--- config.mk ---
export PLATFORM = sky130hd
export DESIGN_NAME = ecc_err_capture
export DESIGN_NICKNAME = d
export VERILOG_FILES = /design/src/rtl/ecc_cap_pkg.sv /design/src/rtl/ecc_cap_ctl.sv /design/src/rtl/ecc_cap_arb.sv /design/src/rtl/ecc_cap_log.sv /design/src/rtl/ecc_cap_notify.sv /design/src/rtl/ecc_cap_chkmask.sv /design/src/rtl/ecc_err_capture.sv
export SDC_FILE = /design/constraint.sdc
export NUM_CORES = 1
export LEC_CHECK = 0
export ABC_AREA = 1
export BUFFER_PORTS_ARGS = -buffer_cell sky130_fd_sc_hd__buf_2
export CAP_MARGIN = 20
export CELL_PAD_IN_SITES_DETAIL_PLACEMENT = 0
export CELL_PAD_IN_SITES_GLOBAL_PLACEMENT = 2
export CORE_MARGIN = 4
export CORE_UTILIZATION = 19
export CTS_CLUSTER_SIZE = 40
export DETAILED_ROUTE_END_ITERATION = 6
export PLACE_DENSITY = 0.91
export SYNTH_ARGS = -nofsm -noshare
export SYNTH_HDL_FRONTEND = slang
export SYNTH_HIERARCHICAL = 1
export SYNTH_SLANG_ARGS = --single-unit
export TNS_END_PERCENT = 20
--- constraint.sdc ---
create_clock -name clk -period 1.8 [get_ports clk]
set_clock_uncertainty 0.15 [all_clocks]
set_input_delay 0.27 -clock clk [delete_from_list [all_inputs] [get_ports clk]]
set_output_delay 0.27 -clock clk [all_outputs]
set_load 0.01 [all_outputs]
--- src/rtl/ecc_cap_pkg.sv ---
package ecc_cap_pkg;

    localparam int REG_W     = 32;
    localparam int ADDR_KEEP = 19;
    localparam int SYN_W     = 8;

    localparam logic SEL_CAP = 1'b0;
    localparam logic SEL_CTL = 1'b1;

    // Capture register, MSB first: bit 31 down to bit 0.
    typedef struct packed {
        logic                 scrub_off;
        logic [ADDR_KEEP-1:0] addr_hi;
        logic [SYN_W-1:0]     syn;
        logic                 berr_en;
        logic                 nmi_en;
        logic                 ue;
        logic                 ce;
    } cap_reg_t;

    typedef struct packed {
        logic force_chk;
        logic ecc_on;
    } ctl_reg_t;

    typedef enum logic [1:0] {
        EVT_NONE = 2'd0,
        EVT_CE   = 2'd1,
        EVT_UE   = 2'd2
    } evt_kind_e;

    function automatic logic [REG_W-1:0] ctl_to_word(input ctl_reg_t c);
        return {{(REG_W-2){1'b0}}, c};
    endfunction

    function automatic logic [1:0] kind_to_flags(input evt_kind_e k);
        return {k == EVT_UE, k == EVT_CE};
    endfunction

endpackage

--- src/rtl/ecc_cap_ctl.sv ---
module ecc_cap_ctl
    import ecc_cap_pkg::*;
(
    input  logic             clk,
    input  logic             rst,
    input  logic             reg_wr,
    input  logic             reg_sel,
    input  logic [REG_W-1:0] reg_wdata,
    output ctl_reg_t         ctl,
    output logic             scrub_off,
    output logic             nmi_en,
    output logic             berr_en,
    output logic [1:0]       clr_mask
);
    cap_reg_t wr_cap;
    logic     wr_to_cap;
    logic     wr_to_ctl;

    assign wr_cap    = cap_reg_t'(reg_wdata);
    assign wr_to_cap = reg_wr && (reg_sel == SEL_CAP);
    assign wr_to_ctl = reg_wr && (reg_sel == SEL_CTL);

    // W1C mask is only live on a capture-register write.
    assign clr_mask  = wr_to_cap ? {wr_cap.ue, wr_cap.ce} : 2'b00;

    always_ff @(posedge clk) begin
        if (rst) begin
            ctl       <= '0;
            scrub_off <= 1'b0;
            nmi_en    <= 1'b0;
            berr_en   <= 1'b0;
        end else begin
            if (wr_to_ctl) begin
                ctl <= ctl_reg_t'(reg_wdata[1:0]);
            end
            if (wr_to_cap) begin
                scrub_off <= wr_cap.scrub_off;
                nmi_en    <= wr_cap.nmi_en;
                berr_en   <= wr_cap.berr_en;
            end
        end
    end
endmodule

--- src/rtl/ecc_cap_arb.sv ---
module ecc_cap_arb
    import ecc_cap_pkg::*;
(
    input  logic      ce_evt,
    input  logic      ue_evt,
    input  logic      ecc_on,
    input  logic      armed,
    output evt_kind_e kind
);
    // Uncorrectable wins a tie; nothing is taken unless enabled and armed.
    always_comb begin
        kind = EVT_NONE;
        if (ecc_on && armed) begin
            if (ue_evt) begin
                kind = EVT_UE;
            end else if (ce_evt) begin
                kind = EVT_CE;
            end
        end
    end
endmodule

--- src/rtl/ecc_cap_log.sv ---
module ecc_cap_log
    import ecc_cap_pkg::*;
#(
    parameter int ERR_ADDR_W = 33
) (
    input  logic                  clk,
    input  logic                  rst,
    input  logic [1:0]            clr_mask,
    input  evt_kind_e             kind,
    input  logic [ERR_ADDR_W-1:0] evt_addr,
    input  logic [SYN_W-1:0]      evt_syn,
    output logic [1:0]            flags,
    output logic [ADDR_KEEP-1:0]  addr_hi,
    output logic [SYN_W-1:0]      syn_q,
    output logic                  armed
);
    localparam int ADDR_LSB = ERR_ADDR_W - ADDR_KEEP;

    logic [1:0] flags_left;

    assign flags_left = flags & ~clr_mask;
    // A clear that leaves nothing set re-arms capture in the same cycle.
    assign armed      = (flags_left == 2'b00);

    always_ff @(posedge clk) begin
        if (rst) begin
            flags   <= 2'b00;
            addr_hi <= '0;
            syn_q   <= '0;
        end else if (kind != EVT_NONE) begin
            flags   <= kind_to_flags(kind);
            addr_hi <= evt_addr[ERR_ADDR_W-1:ADDR_LSB];
            syn_q   <= evt_syn;
        end else begin
            flags   <= flags_left;
        end
    end
endmodule

--- src/rtl/ecc_cap_notify.sv ---
module ecc_cap_notify
    import ecc_cap_pkg::*;
(
    input  logic      clk,
    input  logic      rst,
    input  evt_kind_e kind,
    input  logic      nmi_en,
    input  logic      berr_en,
    input  logic      scrub_off,
    output logic      nmi_req,
    output logic      berr_req,
    output logic      scrub_req
);
    always_ff @(posedge clk) begin
        if (rst) begin
            nmi_req   <= 1'b0;
            berr_req  <= 1'b0;
            scrub_req <= 1'b0;
        end else begin
            nmi_req   <= (kind == EVT_CE) && nmi_en;
            berr_req  <= (kind == EVT_UE) && berr_en;
            scrub_req <= (kind == EVT_CE) && !scrub_off;
        end
    end
endmodule

--- src/rtl/ecc_cap_chkmask.sv ---
module ecc_cap_chkmask #(
    parameter int CHK_W = 8
) (
    input  logic             force_chk,
    input  logic             mem_wr_cycle,
    input  logic [CHK_W-1:0] chk_in,
    output logic [CHK_W-1:0] chk_out
);
    logic zero_all;

    assign zero_all = force_chk && mem_wr_cycle;

    for (genvar i = 0; i < CHK_W; i++) begin : g_bit
        assign chk_out[i] = chk_in[i] && !zero_all;
    end
endmodule

--- src/rtl/ecc_err_capture.sv ---
module ecc_err_capture
    import ecc_cap_pkg::*;
#(
    parameter int ERR_ADDR_W = 33,
    parameter int CHK_W      = 8
) (
    input  logic                  clk,
    input  logic                  rst,
    input  logic                  reg_wr,
    input  logic                  reg_sel,
    input  logic [31:0]           reg_wdata,
    output logic [31:0]           reg_rdata,
    input  logic                  ce_evt,
    input  logic                  ue_evt,
    input  logic [ERR_ADDR_W-1:0] evt_addr,
    input  logic [7:0]            evt_syn,
    input  logic                  mem_wr_cycle,
    input  logic [CHK_W-1:0]      chk_in,
    output logic [CHK_W-1:0]      chk_out,
    output logic                  nmi_req,
    output logic                  berr_req,
    output logic                  scrub_req
);
    ctl_reg_t              ctl;
    logic                  scrub_off;
    logic                  nmi_en;
    logic                  berr_en;
    logic [1:0]            clr_mask;
    logic                  armed;
    evt_kind_e             kind;
    logic [1:0]            log_flags;
    logic [ADDR_KEEP-1:0]  log_addr;
    logic [SYN_W-1:0]      log_syn;
    cap_reg_t              cap_view;

    ecc_cap_ctl u_ctl (
        .clk       (clk),
        .rst       (rst),
        .reg_wr    (reg_wr),
        .reg_sel   (reg_sel),
        .reg_wdata (reg_wdata),
        .ctl       (ctl),
        .scrub_off (scrub_off),
        .nmi_en    (nmi_en),
        .berr_en   (berr_en),
        .clr_mask  (clr_mask)
    );

    ecc_cap_arb u_arb (
        .ce_evt (ce_evt),
        .ue_evt (ue_evt),
        .ecc_on (ctl.ecc_on),
        .armed  (armed),
        .kind   (kind)
    );

    ecc_cap_log #(.ERR_ADDR_W(ERR_ADDR_W)) u_log (
        .clk      (clk),
        .rst      (rst),
        .clr_mask (clr_mask),
        .kind     (kind),
        .evt_addr (evt_addr),
        .evt_syn  (evt_syn),
        .flags    (log_flags),
        .addr_hi  (log_addr),
        .syn_q    (log_syn),
        .armed    (armed)
    );

    ecc_cap_notify u_notify (
        .clk       (clk),
        .rst       (rst),
        .kind      (kind),
        .nmi_en    (nmi_en),
        .berr_en   (berr_en),
        .scrub_off (scrub_off),
        .nmi_req   (nmi_req),
        .berr_req  (berr_req),
        .scrub_req (scrub_req)
    );

    ecc_cap_chkmask #(.CHK_W(CHK_W)) u_mask (
        .force_chk    (ctl.force_chk),
        .mem_wr_cycle (mem_wr_cycle),
        .chk_in       (chk_in),
        .chk_out      (chk_out)
    );

    always_comb begin
        cap_view.scrub_off = scrub_off;
        cap_view.addr_hi   = log_addr;
        cap_view.syn       = log_syn;
        cap_view.berr_en   = berr_en;
        cap_view.nmi_en    = nmi_en;
        cap_view.ue        = log_flags[1];
        cap_view.ce        = log_flags[0];
    end

    assign reg_rdata = (reg_sel == SEL_CTL) ? ctl_to_word(ctl) : 32'(cap_view);
endmodule

==> run summary, run 1 <==
Cell row count: 36
VDD IR max: 0.2278 mV
Max-slew violation count: 0
Fin. Hold Viols: 0
Gr usage total: 0.08180
CTS HTree Levels: 2
Hold_buf cts: 0
Vias in the first global route: 1803
Outcome: completed
Hpwl dp: 3.704 mm
Share of cells above drive strength 1: 0.2648
Cell Area, Synth: 1958 µm²
Root buf cell: clkbuf_8
Maxcap violations: 0
Pin slew with the least headroom to its limit: 408.9 ps
Antenna viol nets, final: 0
Core area: 9910 µm²
Ant. Diodes: 0
CP startpoint: reg_sel
Critical path's slowest cell: nor2_1
Post-CTS Resized: 0
Clock Tree Buf Depth: 2
Synth Instances: 331
Crit path max-delay family: simple AND/OR/NAND/NOR gates
First-pass GRT wire length: 7.831 mm
Via count: 1962
Chip width: 109.5 µm
Synth cell types: 14
Pwr dens: 668.0 nW/µm²
Crit. End Element: flop
RSZ-0062 raised after global routing: false
CP startpoint kind: primary input
Die Area: 11990 µm²
Worst hold margin: 56.22 ps
Hold_sp: evt_syn[6]
Pin count of the biggest net entering global routing: 38
Worst Path Buf+Inv: 5
Yosys reg bits: 37
Area delta synth->final: 34.25%
Initial antenna violation count: 0
RR Startpoint: u_log/flags[0]
Syn nets: 419
Most frequent cells in the layout: 94 x nor2_1, 89 x buf_2, 84 x inv_1, 78 x nand2_1, 37 x dfxtp_1
# nets final: 511
Grt total ovfl: 0
Clock Sinks: 37
Hold Path Class: primary input to flop
Via density: 3.529
Slew Limit Headroom: 0.7274
Critical path type: primary input to flop
Tmin final: 1523 ps
CTS tree: built
Lkg Pwr: 1.524 nW
Initial Util: 0.1976
Max incr delay on CP: 210 ps
DRT Wirelength: 4.905 mm
Fin crit share: 0.8464
Worst skew pair latency: 280 ps
PortBufs: 89
Chip height: 109.5 µm
Io pins: 131
Commonest non-fill, non-tap cell in the layout: nor2_1
Synth Area per Inst: 5.916 µm²
Clk pin slew, worst setup/hold paths: 70 ps
Sequential area share after synthesis: 0.3783
Fin area: 2629 µm²
Drt drc: 0
Crit path DAT: 1550 ps
Worst EP required: 1830 ps
Post-DP Area: 2542 µm²
Initial DRC count: 59
Worst-path fanout max: 26
Max frequency: 0.6564 GHz
Synth warn: 6
Gpl congestion: 0.7233
CP Cell Sequence: buf_2 > nor2_2 > inv_1 > nor2_1 > inv_1 > nand2_1 > nand2_1 > inv_1 > nand2_1 > nor2_1 > nor2_4 > buf_12 > nor2_1 > nor2_1
Wirelength per Cell: 8.822 µm
Setup bufs post-CTS: 0
Power Total: 1.756 mW
Final setup fails: 0
1st-pass router iterations: 4
CP dominant cell by count: nor2_1
Clock buffer count from CTS: 5
==> flip-flops by register name (all words and copies together) (netlist names) <==
name / count
u_ctl/berr_en: 1
u_notify/scrub_req: 1
u_ctl/scrub_off: 1
u_log/addr_hi: 19
u_log/syn_q: 8
u_ctl/ctl: 2
u_notify/berr_req: 1
u_ctl/nmi_en: 1
u_log/flags: 2
u_notify/nmi_req: 1
==> cell families after synthesis <==
family,synth area share
AND/OR/NAND/NOR,0.3610
flip-flops,0.3783
AO/OA/AOI/OAI,0.03067
buffers and inverters,0.2300
==> final timing paths <==
path                            depth (start not counted)  slack, ps                end
worst max-delay path                                   14        280  u_log/addr_hi[16]
worst min-delay path                                    3         60     u_log/syn_q[6]
worst max register to register                          9        350  u_log/addr_hi[16]
worst min register to register                          2        310   u_notify/nmi_req
==> metal layers <==
layer / part of all wire / vias to the layer above / track usage
met5: 0 / - / 0
met4: 0.0031 / 0 / 0.01870
met3: 0.068 / 2 / 0.02525
met2: 0.46 / 55 / 0.1404
met1: 0.47 / 811 / 0.1001
li1: - / 1094 / -
==> power breakdown <==
group	internal, mW	switching (mW)
Sequential	0.857	0.0211
Combinational	0.126	0.162
Clock	0.304	0.285
Total	1.29	0.469
==> metrics by stage <==
stage / worst slack (ps) / std cells / utilization / TNS (ps)
2_1_floorplan: 111.5 / 331 / - / 0
3_3_place_gp: -22.19 / 549 / 0.2566 / -333.9
3_5_place_dp: -66.00 / 549 / 0.2566 / -847.1
4_1_cts: 249.8 / 556 / 0.2653 / 0
5_1_grt: 59.33 / 556 / 0.2653 / 0
6_report: 276.5 / 556 / 0.2653 / 0
==> synth_stat cells <==
| library cell | instances | area, µm² |
|---|---|---|
| nand3_1 | 5 | 25.02 |
| nor2_2 | 4 | 25.02 |
| inv_1 | 84 | 315.3 |
| buf_4 | 1 | 7.510 |
| nor2_4 | 1 | 11.26 |
| buf_2 | 1 | 5.000 |
| nand2_1 | 78 | 292.8 |
| a21oi_1 | 12 | 60.06 |
| clkbuf_2 | 2 | 10.01 |
| dfxtp_1 | 37 | 740.7 |
| inv_2 | 2 | 7.510 |
| nor2_1 | 94 | 352.8 |
| buf_1 | 1 | 3.750 |
| buf_6 | 9 | 101.4 |
==> worst reg2reg max path, stage by stage (launching register included) <==
cell	delay, ps
dfxtp_1	320
nand2_1	80
nand2_1	60
inv_1	40
nand2_1	60
nor2_1	210
nor2_4	90
buf_12	160
nor2_1	120
nor2_1	60
==> cell type report <==
class / count / area [µm²]
multi-input cells: 194 / 767.0
flip-flops and latches: 37 / 740.7
inverters: 86 / 322.8
clock buffers: 7 / 86.33
well taps: 133 / 166.4
fillers: 1171 / 7281
repair buffers: 99 / 545.5
No activity file was read; power rests on OpenSTA's default activity.
==> run 2, diff against run 1 <==
==> constraint.sdc (replaced) <==
create_clock -name clk -period 1.5 [get_ports clk]
set_clock_uncertainty 0.15 [all_clocks]
set_input_delay 0.225 -clock clk [delete_from_list [all_inputs] [get_ports clk]]
set_output_delay 0.225 -clock clk [all_outputs]
set_load 0.01 [all_outputs]
==> run 2 against run 1 <==
Against the previous run: non-clock buffer count increased by 13; first-iteration DRC count increased by 6.8%; sequential share of layout area decreased by 3.1 points; total power increased by 36%; largest power group unchanged; worst hold slack got worse by 54 ps; worst setup slack got worse by 240 ps.
==> run summary, run 2 (synthesis results as in run 1) <==
Multi-input logic area: 862.1 µm²
PortBufs: 89
Grt total ovfl: 0
Crit path max-delay family: simple AND/OR/NAND/NOR gates
Power Total: 2.380 mW
Slew Limit Headroom: 0.7903
Initial antenna violation count: 0
Worst hold margin: 2.370 ps
Ant. Diodes: 0
CP startpoint kind: flop
Gpl congestion: 0.7302
VDD IR max: 0.3128 mV
Wirelength per Cell: 9.839 µm
Clock Tree Buf Depth: 2
Sequential cell area: 744.5 µm²
Area delta synth->final: 51.76%
Critical path's slowest cell: dfxtp_2
Commonest non-fill, non-tap cell in the layout: buf_2
Antenna viol nets, final: 0
Root buf cell: clkbuf_8
Tmin final: 1465 ps
Hpwl dp: 3.718 mm
Share of cells above drive strength 1: 0.3318
Initial Util: 0.1976
Via count: 2055
Final setup fails: 0
Maxcap violations: 0
Post-DP Area: 2555 µm²
DRT Wirelength: 5.608 mm
Max frequency: 0.6828 GHz
Max-slew violation count: 0
Worst skew pair latency: 280 ps
1st-pass router iterations: 4
CTS HTree Levels: 2
Drt drc: 0
CTS tree: built
Worst Path Buf+Inv: 3
Fin crit share: 0.9764
Chip height: 109.5 µm
Hold Path Class: primary input to flop
Biggest regs: u_log/addr_hi x19, u_log/syn_q x8
Critical path type: flop to flop
Clk pin slew, worst setup/hold paths: 80 ps
Pin count of the biggest net entering global routing: 38
Outcome: completed
Fin area: 2972 µm²
First-pass GRT wire length: 8.121 mm
Lkg Pwr: 1.646 nW
RSZ-0062 raised after global routing: true
Cell row count: 36
Most frequent cells in the layout: 87 x buf_2, 85 x nor2_1, 82 x inv_1, 67 x nand2_1, 34 x dfxtp_1
# nets final: 524
Crit. End Element: flop
Worst-path fanout max: 8
RR Startpoint: u_log/flags[0]
Chip width: 109.5 µm
CP startpoint: u_log/flags[0]
Via density: 3.605
Clock Sinks: 37
Gr usage total: 0.08492
Crit path DAT: 1500 ps
Hold_sp: evt_addr[27]
Pwr dens: 800.9 nW/µm²
Io pins: 131
Pin slew with the least headroom to its limit: 314.6 ps
Vias in the first global route: 1848
Fill count: 1110
Clock buffer count from CTS: 5
CP Cell Sequence: nand2_2 > nand2_2 > inv_2 > nand2_4 > nor2_4 > nor2_4 > buf_6 > clkbuf_16 > nor2_1 > nor2_1
Die Area: 11990 µm²
Fin. Hold Viols: 0
Worst EP required: 1530 ps
Max reg flops: 19
Max incr delay on CP: 330 ps
Most flop-heavy register: u_log/addr_hi
Initial DRC count: 63
Core area: 9910 µm²
run 2: tightest hold or removal path, delay by kind of cell:
| kind | cells | cell delay, ps |
|---|---|---|
| buf+inv | 1 | 80 |
| simple gates | 2 | 90 |
run 2: where the power goes:
group	total (mW)	switching (mW)	internal, mW
Clock	0.896	0.353	0.542
Combinational	0.428	0.227	0.201
Sequential	1.06	0.0268	1.03
run 2: layout make-up:
type | instances | area share
clock inverters | 1 | 0.01011
multi-input cells | 194 | 0.2901
inverters | 86 | 0.1086
flip-flops and latches | 37 | 0.2505
well taps | 133 | 0.05600
repair buffers | 112 | 0.2556
clock buffers | 7 | 0.02905
run 2: layer usage:
layer | wire length, µm | track usage | up-vias
li1 | - | - | 1123
met1 | 2617 | 0.1041 | 876
met2 | 2626 | 0.1452 | 54
met3 | 341 | 0.02408 | 2
met4 | 23 | 0.02315 | 0
met5 | 0 | 0 | -
run 2: repair_timing:
item | CTS | global route
setup endpoints to repair | 0 | 37
gates resized for setup | 0 | 36
setup buffers | 0 | 3
endpoints found under the hold margin | 6 | 0
hold buffers | 6 | 0
run 2: final timing paths:
path                                          end  slack [ps]  depth (start not counted)
worst max register to register   u_log/addr_hi[2]          40                         10
worst max-delay path             u_log/addr_hi[2]          40                         10
worst min register to register  u_notify/berr_req         320                          2
worst min-delay path            u_log/addr_hi[13]           2                          3
run 2: stage by stage:
step | setup WS (ps) | TNS, ps | instances | util
2_1_floorplan | 2.912 | 0 | 331 | -
3_3_place_gp | -178.7 | -4868 | 548 | 0.2578
3_5_place_dp | -205.0 | -5395 | 548 | 0.2578
4_1_cts | 4.833 | 0 | 562 | 0.2756
5_1_grt | -37.66 | -536.4 | 570 | 0.2999
6_report | 35.36 | 0 | 570 | 0.2999
